[src/rtl/pdt_pkg.sv]
package pdt_pkg;
  typedef enum logic [1:0] {
    SEL_COUNT    = 2'd0,
    SEL_PERIOD   = 2'd1,
    SEL_PRESCALE = 2'd2,
    SEL_CTRL     = 2'd3
  } reg_sel_e;

  localparam int CB_STOP   = 0;
  localparam int CB_RELOAD = 1;
  localparam int CB_IEN    = 2;
  localparam int CB_FLAG   = 3;
  localparam int CB_FREE   = 4;
  localparam int CB_SOFT   = 5;
  localparam int CTRL_USED = 6;
endpackage

[src/rtl/pdt_prescaler.sv]
module pdt_prescaler #(
  parameter int DIV_W = 16
) (
  input  logic             clk,
  input  logic             rst_n,
  input  logic             load_i,
  input  logic [DIV_W-1:0] div_i,
  input  logic             en_i,
  output logic             tick_o,
  output logic [DIV_W-1:0] psc_o
);
  logic [DIV_W-1:0] psc_q;

  assign tick_o = en_i && !load_i && (psc_q == '0);
  assign psc_o  = psc_q;

  always_ff @(posedge clk or negedge rst_n) begin
    if (!rst_n)          psc_q <= '0;
    else if (load_i)     psc_q <= div_i;
    else if (en_i) begin
      if (psc_q == '0)   psc_q <= div_i;
      else               psc_q <= psc_q - 1'b1;
    end
  end

  assert_psc_restart_R3: assert property (@(posedge clk) disable iff (!rst_n)
    tick_o |=> (psc_q == $past(div_i)));
endmodule

[src/rtl/pdt_counter.sv]
module pdt_counter #(
  parameter int CNT_W = 32
) (
  input  logic             clk,
  input  logic             rst_n,
  input  logic             load_i,
  input  logic [CNT_W-1:0] period_i,
  input  logic             tick_i,
  output logic [CNT_W-1:0] cnt_o,
  output logic             zero_evt_o
);
  logic [CNT_W-1:0] cnt_q;

  assign cnt_o      = cnt_q;
  assign zero_evt_o = tick_i && !load_i && (cnt_q == '0);

  always_ff @(posedge clk or negedge rst_n) begin
    if (!rst_n)           cnt_q <= '1;
    else if (load_i)      cnt_q <= period_i;
    else if (tick_i) begin
      if (cnt_q == '0)    cnt_q <= period_i;
      else                cnt_q <= cnt_q - 1'b1;
    end
  end

  assert_dec_by_one_R3: assert property (@(posedge clk) disable iff (!rst_n)
    (tick_i && !load_i && cnt_q != '0) |=> (cnt_q == $past(cnt_q) - 1'b1));
  assert_zero_reload_R4: assert property (@(posedge clk) disable iff (!rst_n)
    zero_evt_o |=> (cnt_q == $past(period_i)));
endmodule

[src/rtl/pdt_halt_ctl.sv]
module pdt_halt_ctl (
  input  logic clk,
  input  logic rst_n,
  input  logic halt_i,
  input  logic free_i,
  input  logic soft_i,
  input  logic tick_i,
  output logic freeze_o
);
  logic soft_done_q;

  always_ff @(posedge clk or negedge rst_n) begin
    if (!rst_n)       soft_done_q <= 1'b0;
    else if (!halt_i) soft_done_q <= 1'b0;
    else if (tick_i)  soft_done_q <= 1'b1;
  end

  assign freeze_o = halt_i && !free_i && (!soft_i || soft_done_q);
endmodule

[src/rtl/pdt_timer.sv]
module pdt_timer
  import pdt_pkg::*;
#(
  parameter int CNT_W = 32,
  parameter int DIV_W = 16
) (
  input  logic             clk,
  input  logic             rst_n,
  input  logic             bus_we,
  input  logic [1:0]       bus_addr,
  input  logic [CNT_W-1:0] bus_wdata,
  output logic [CNT_W-1:0] bus_rdata,
  input  logic             dbg_halt,
  output logic             irq_o
);
  localparam int DATA_W = CNT_W;

  logic [CNT_W-1:0] period_q;
  logic [DIV_W-1:0] div_q;
  logic stop_q, ien_q, flag_q, free_q, soft_q, irq_q;

  logic ctrl_wr, per_wr, div_wr, reload_cmd, flag_clr;
  logic freeze, run_en, tick, zero_evt;
  logic [CNT_W-1:0] cnt;
  logic [DIV_W-1:0] psc;

  assign ctrl_wr    = bus_we && (bus_addr == SEL_CTRL);
  assign per_wr     = bus_we && (bus_addr == SEL_PERIOD);
  assign div_wr     = bus_we && (bus_addr == SEL_PRESCALE);
  assign reload_cmd = ctrl_wr && bus_wdata[CB_RELOAD];
  assign flag_clr   = ctrl_wr && bus_wdata[CB_FLAG];
  assign run_en     = !stop_q && !freeze;

  pdt_halt_ctl u_halt (
    .clk(clk), .rst_n(rst_n), .halt_i(dbg_halt), .free_i(free_q),
    .soft_i(soft_q), .tick_i(tick), .freeze_o(freeze)
  );

  pdt_prescaler #(.DIV_W(DIV_W)) u_psc (
    .clk(clk), .rst_n(rst_n), .load_i(reload_cmd), .div_i(div_q),
    .en_i(run_en), .tick_o(tick), .psc_o(psc)
  );

  pdt_counter #(.CNT_W(CNT_W)) u_cnt (
    .clk(clk), .rst_n(rst_n), .load_i(reload_cmd), .period_i(period_q),
    .tick_i(tick), .cnt_o(cnt), .zero_evt_o(zero_evt)
  );

  always_ff @(posedge clk or negedge rst_n) begin
    if (!rst_n) begin
      period_q <= '1;
      div_q    <= '0;
      stop_q   <= 1'b1;
      ien_q    <= 1'b0;
      free_q   <= 1'b0;
      soft_q   <= 1'b0;
      flag_q   <= 1'b0;
      irq_q    <= 1'b0;
    end else begin
      if (per_wr) period_q <= bus_wdata;
      if (div_wr) div_q    <= bus_wdata[DIV_W-1:0];
      if (ctrl_wr) begin
        stop_q <= bus_wdata[CB_STOP];
        ien_q  <= bus_wdata[CB_IEN];
        free_q <= bus_wdata[CB_FREE];
        soft_q <= bus_wdata[CB_SOFT];
      end
      if (zero_evt)      flag_q <= 1'b1;
      else if (flag_clr) flag_q <= 1'b0;
      irq_q <= zero_evt && ien_q;
    end
  end

  assign irq_o = irq_q;

  always_comb begin
    bus_rdata = '0;
    unique case (bus_addr)
      SEL_COUNT:    bus_rdata = cnt;
      SEL_PERIOD:   bus_rdata = period_q;
      SEL_PRESCALE: begin
        bus_rdata[DIV_W-1:0]       = div_q;
        bus_rdata[2*DIV_W-1:DIV_W] = psc;
      end
      default: begin
        bus_rdata[CB_STOP] = stop_q;
        bus_rdata[CB_IEN]  = ien_q;
        bus_rdata[CB_FLAG] = flag_q;
        bus_rdata[CB_FREE] = free_q;
        bus_rdata[CB_SOFT] = soft_q;
      end
    endcase
  end

  initial begin
    assert_width_fit_R2: assert (DATA_W >= 2*DIV_W && DATA_W >= CTRL_USED);
  end

  assert_irq_needs_en_R5: assert property (@(posedge clk) disable iff (!rst_n)
    irq_o |-> $past(ien_q));
  assert_flag_set_wins_R6: assert property (@(posedge clk) disable iff (!rst_n)
    zero_evt |=> flag_q);
  assert_stop_holds_R7: assert property (@(posedge clk) disable iff (!rst_n)
    (stop_q && !reload_cmd) |=> ($stable(cnt) && $stable(psc)));
  assert_period_wr_quiet_R9: assert property (@(posedge clk) disable iff (!rst_n)
    (per_wr && !tick) |=> $stable(cnt));
  assert_hard_halt_R11: assert property (@(posedge clk) disable iff (!rst_n)
    (dbg_halt && !free_q && !soft_q) |-> !tick);
endmodule

[config.mk]
export PLATFORM = sky130hd
export DESIGN_NAME = pdt_timer
export DESIGN_NICKNAME = d
export VERILOG_FILES = /design/src/rtl/pdt_pkg.sv /design/src/rtl/pdt_prescaler.sv /design/src/rtl/pdt_counter.sv /design/src/rtl/pdt_halt_ctl.sv /design/src/rtl/pdt_timer.sv
export SDC_FILE = /design/constraint.sdc
export NUM_CORES = 1
export LEC_CHECK = 0
export ABC_AREA = 0
export BUFFER_PORTS_ARGS = -buffer_cell sky130_fd_sc_hd__clkbuf_2
export CAP_MARGIN = 20
export CELL_PAD_IN_SITES_DETAIL_PLACEMENT = 0
export CELL_PAD_IN_SITES_GLOBAL_PLACEMENT = 1
export CORE_ASPECT_RATIO = 1.4
export CORE_UTILIZATION = 39
export CTS_CLUSTER_SIZE = 28
export DETAILED_ROUTE_END_ITERATION = 10
export PLACE_DENSITY_LB_ADDON = 0.12
export SLEW_MARGIN = 20
export SYNTH_ARGS = -nofsm -noshare
export SYNTH_HDL_FRONTEND = slang
export SYNTH_HIERARCHICAL = 1
export SYNTH_SLANG_ARGS = --single-unit
[constraint.sdc]
create_clock -name clk -period 4.2 [get_ports clk]
set_input_delay 0.84 -clock clk [delete_from_list [all_inputs] [get_ports clk]]
set_output_delay 0.84 -clock clk [all_outputs]
set_load 0.03 [all_outputs]
After elaboration in Yosys (flattened, before gate mapping):

Index checks and enable logic that the tools add are counted.

* flip-flop bits (word level): 103
* bits in latches: 0
* bits in writable memories: 0
* memory bits (read-only): 0
* input port bits: 38
* output and inout bits: 33
* logic and storage cells: 56
* memories kept: 0

* add/sub/neg operators: 2
* multiply operators: 0
* div/mod/pow operators: 0
* $lt $le $gt $ge: 0
* equality and inequality tests: 4
* shift operators: 0
* multiplexer cells: 14
* bitwise logic cells: 0
* reduce and logical (&&, ||, !) cells: 25

Operators by type and width (number)
* 32-bit two-way mux: 3
* 26-bit case mux with 3 select lines: 1
* 16-bit two-way mux: 3
* 32-bit zero test: 1
* 32-bit by 1-bit subtractor with 32-bit output (second input constant): 1
* 16-bit zero test: 1
* 16-bit by 1-bit subtractor with 16-bit output (second input constant): 1
* 1-bit logical AND: 13
* 4-bit case mux with 3 select lines: 1
* 1-bit case mux with 3 select lines: 2
* 2-bit nonzero test: 3
* 1-bit zero test: 5
* 2-bit equality test (second input constant): 2
* 1-bit two-way mux: 4
* 2-bit by 1-bit equality test with 1-bit output (second input constant): 1
* 2-bit zero test: 1
* 2-bit by 1-bit inequality test with 1-bit output (second input constant): 1
* 1-bit logical OR: 1

Depth between registers and ports, before layout:

* depth after elaboration: 10
* depth in mapped cells: 11
* gate-level depth less buffers: 10

Hierarchy:

Netlist, hierarchy kept.

Modules (own cells, without submodules)
* pdt_timer: instances 1, cells each 190, area each 2947.8 µm², seq. area each 1392.6 µm²
* pdt_counter: instances 1, cells each 293, area each 2444.8 µm², seq. area each 840.8 µm²
* pdt_prescaler: instances 1, cells each 128, area each 1114.8 µm², seq. area each 400.4 µm²
* pdt_halt_ctl: instances 1, cells each 4, area each 51.3 µm², seq. area each 25.0 µm²

Worst setup path after synthesis:

OpenSTA, ideal clock, no wires.

* path type: reg2reg
* from: reg u_psc.psc_q[10] (netlist: u_psc/psc_o[10])
* to: reg u_cnt.cnt_q[21] (netlist: u_cnt/cnt_o[21])
* data arrival time: 2.964 ns
* slack: 1.175 ns
* stages on the path, launching flop included: 9
* clock period less this slack: 3.025 ns
* cell sequence: dfrtp_1 or4_4 or4_4 nor3b_1 clkbuf_1 clkbuf_1 nor2_1 o31ai_1 o211a_1

* word-level cells in the longest chain between the ends: 3

RTL lines
* from (decl): RTL line pdt_prescaler.sv:12 `logic [DIV_W-1:0] psc_q;`
* from (signal assigned): RTL line pdt_prescaler.sv:19 `else if (load_i) psc_q <= div_i;`
* from (signal assigned): RTL line pdt_prescaler.sv:21 `if (psc_q == '0) psc_q <= div_i;`
* from (signal assigned): RTL line pdt_prescaler.sv:22 `else psc_q <= psc_q - 1'b1;`
* 16-bit zero test: RTL line pdt_prescaler.sv:14 `assign tick_o = en_i && !load_i && (psc_q == '0);`
* 1-bit logical AND: RTL line pdt_prescaler.sv:14
* net tick: RTL line pdt_timer.sv:23 `logic freeze, run_en, tick, zero_evt;`
* 2-bit nonzero test (no line)
* to (signal assigned): RTL line pdt_counter.sv:19 `else if (load_i) cnt_q <= period_i;`
* to (signal assigned): RTL line pdt_counter.sv:21 `if (cnt_q == '0) cnt_q <= period_i;`
* to (signal assigned): RTL line pdt_counter.sv:22 `else cnt_q <= cnt_q - 1'b1;`
* to (decl): RTL line pdt_counter.sv:12 `logic [CNT_W-1:0] cnt_q;`

The timed path passes the listed nets, and every way through them passes these cells.
A chain may end at the register's enable or synchronous reset.

Final worst setup path:

* from: reg u_psc.psc_q[6] (netlist: u_psc/psc_o[6])
* to: reg u_cnt.cnt_q[30] (netlist: u_cnt/cnt_o[30])

The elaborated chain is that of the path after synthesis.

==> results.json <==
{
  "synth_edf_count": 0,
  "pwr_density_cell_nw_per_um2": 451.3,
  "setup_viol": 0,
  "postRouteAntennaNets": 0,
  "worst-endpoint-required_ps": 4500,
  "antenna_found_initial": 0,
  "synth_seq_area_share": 0.4054,
  "drtPass1Iterations": 8,
  "ys_ff_latch": 103,
  "synthCells": 615,
  "core_um2": 16310,
  "die_x_um": 111.6,
  "fp.dieH_um": 155.4,
  "final_max_slew_viol_count": 0,
  "power_w": 0.003326,
  "syn_avg_cell_area_um2": 10.66,
  "postCtsHoldBufs": 0,
  "hold_viol": 0,
  "wl_um": 22960,
  "layout_commonest_cell": "clkbuf_2",
  "vias": 5660,
  "fin_crit_ps": 3620,
  "cts_sinks": 103,
  "crit_path_end_kind": "flip-flop",
  "cp_cell_sequence": "or4_1 > or4_4 > nor3b_2 > buf_4 > nor2b_1 > nand3_1 > nor2_1 > a221o_1",
  "port_buffers": 70,
  "maxSlewHeadroom": 0.4106,
  "nNetsFinal": 720,
  "cts_tree": "done",
  "hpwlAfterDp_um": 16570,
  "critPathSlowestCell": "or4_1",
  "timing.fmax_mhz": 276.3,
  "track_usage": 0.2721,
  "first_global_vias": 5638,
  "root_buffer": "clkbuf_16",
  "clk_pin_slew_ps": 70,
  "clk_latency_ps": 360,
  "synthFlopType": "dfstp_2",
  "grt_pass1_wl_um": 35050,
  "final_cell_mix": "clkbuf_2, dfstp_2, nor2_1",
  "rows": 55,
  "htree_num_levels": 3,
  "drc": 4,
  "grt_start_max_net_pins": 74,
  "numCtsBuffers": 9,
  "synthArstFlopShare": 1.000,
  "synthesis.nets": 657,
  "gp_congestion": 0.9447,
  "areaGrowthSynthToFinish_pct": 12.36,
  "via_per_inst": 6.417,
  "synth_warnings": 6,
  "die_area_um2": 17350,
  "max_stage_delay_ps": 600,
  "synth.distinct_cells": 82,
  "power.leakage_nw": 3.166,
  "crit_buf_inv": 1,
  "fillCellCount": 1569,
  "diodes": 0,
  "synth_area_um2": 6559,
  "cts_setup_buffers": 0,
  "drive_gt1_frac": 0.3777,
  "initial_core_util": 0.4021,
  "cap_violations": 0,
  "status": "finished with violations",
  "worstSetupPathType": "flip-flop to flip-flop",
  "cts_resized": 0,
  "crit_fanout": 21,
  "arrival_ps": 3920,
  "fin_setup_tns_ps": 0,
  "skew_ps": 9.524,
  "cp_top_family": "simple AND/OR/NAND/NOR gates",
  "hold_class": "input port to asynchronous set/reset pin",
  "yosys.area.top_type": "dfstp_2",
  "wire_per_inst_um": 26.04,
  "ir_drop_uv": 208.5,
  "cts_buffer_depth": 2,
  "io_pins": 71,
  "violations": "DRC",
  "drt_iter0_markers": 509,
  "worst_pin_slew_ps": 884.2,
  "cp-start-kind": "flip-flop",
  "rsz0062_at_grt": "no",
  "post-route-period-util": 0.8618,
  "synthTopCellsByArea": "dfstp_2, dfrtp_1, mux2_4, mux2i_1, o2bb2ai_1",
  "synth_top_area_frac": 0.2604,
  "gr-total-overflow": 0
}
-- worst reg2reg max path, stage by stage (launching register included) --
cell,delay (ps)
dfrtp_1,470
or4_1,610
or4_4,560
nor3b_2,240
buf_4,300
nor2b_1,560
nand3_1,290
nor2_1,330
a221o_1,200
-- per-layer routing --
metal	share of wire	track usage	routed length, um	vias to the layer above
met5	0	0	0	-
met2	0.48	0.4515	11060	250
met3	0.053	0.04480	1224	60
met4	0.042	0.1293	966	0
met1	0.42	0.3457	9716	2841
li1	-	-	-	2509
-- cell families after synthesis --
kind of cell             Yosys count  share of synthesized area
AO/OA/AOI/OAI                    141                     0.1694
XOR/XNOR                           1                   0.001336
adder cells (fa/ha/maj)            4                   0.007631
buffers and inverters             51                    0.04445
flip-flops                       103                     0.4054
multiplexers                      86                     0.1736
AND/OR/NAND/NOR                  229                     0.1982
-- Yosys cell counts (all sizes together), types with 5 or more instances --
cell / count
mux4: 5
a31oi: 7
a211o: 7
nand2: 28
nor3b: 8
inv: 14
mux2: 52
o21ai: 20
and2: 5
nor2: 52
or4: 8
dfrtp: 38
o2bb2ai: 28
nand4: 12
nor4: 20
nand3: 36
or3: 9
clkbuf: 15
dfstp: 65
nor3: 24
buf: 22
nand3b: 5
mux2i: 29
a21oi: 21
-- per-stage QoR --
| step | hold slack (ps) | cells | utilization | area [um^2] | setup WS (ps) |
|---|---|---|---|---|---|
| 6_report | 495.3 | 882 | 0.4519 | 7370 | 580.5 |
| 5_1_grt | 537.5 | 882 | 0.4519 | 7370 | 520.6 |
| 4_1_cts | 520.4 | 881 | 0.4512 | 7358 | 699.9 |
| 3_5_place_dp | 498.8 | 865 | 0.4333 | 7067 | 737.1 |
| 3_3_place_gp | 469.7 | 865 | 0.4333 | 7067 | 717.3 |
| 2_1_floorplan | 444.2 | 615 | - | 6559 | 1175 |
-- registers in the layout (all words and copies together), names as in the netlist, 16 cells and up --
signal       flops
div_q           16
period_q        32
u_cnt/cnt_o     32
u_psc/psc_o     16
-- power by group --
| part | switching, W | internal (W) | leakage (nW) |
|---|---|---|---|
| Combinational | 0.000509 | 0.000407 | 1.89 |
| Clock | 0.000397 | 0.000464 | 0.137 |
| Sequential | 0.000294 | 0.00126 | 1.14 |
-- cell type report --
class | count | area [um^2] | area share
Multi-Input combinational cell | 461 | 3618 | 0.4910
Clock inverter | 5 | 58.81 | 0.007980
Timing Repair Buffer | 89 | 499.2 | 0.06774
Sequential cell | 103 | 2659 | 0.3608
Tap cell | 199 | 249.0 | 0.03379
Clock buffer | 11 | 232.7 | 0.03158
Inverter | 14 | 52.55 | 0.007131
-- final timing paths --
| kind | slack, ps | to | start | cells past startpoint |
|---|---|---|---|---|
| min | 500 | div_q[8]$_DFFE_PN0P_ | rst_n | 1 |
| max reg2reg | 580 | u_cnt/cnt_o[30]$_DFFE_PN1P_ | u_psc/psc_o[6]$_DFFE_PN0P_ | 8 |
| min reg2reg | 520 | u_cnt/cnt_o[28]$_DFFE_PN1P_ | period_q[28]$_DFFE_PN1P_ | 2 |
| max in group asynchronous | 2870 | period_q[2]$_DFFE_PN1P_ | rst_n | 2 |
| min in group clk | 520 | u_cnt/cnt_o[28]$_DFFE_PN1P_ | period_q[28]$_DFFE_PN1P_ | 2 |
| max | 580 | u_cnt/cnt_o[30]$_DFFE_PN1P_ | u_psc/psc_o[6]$_DFFE_PN0P_ | 8 |
Note: power is estimated with default switching activity, not from simulation.
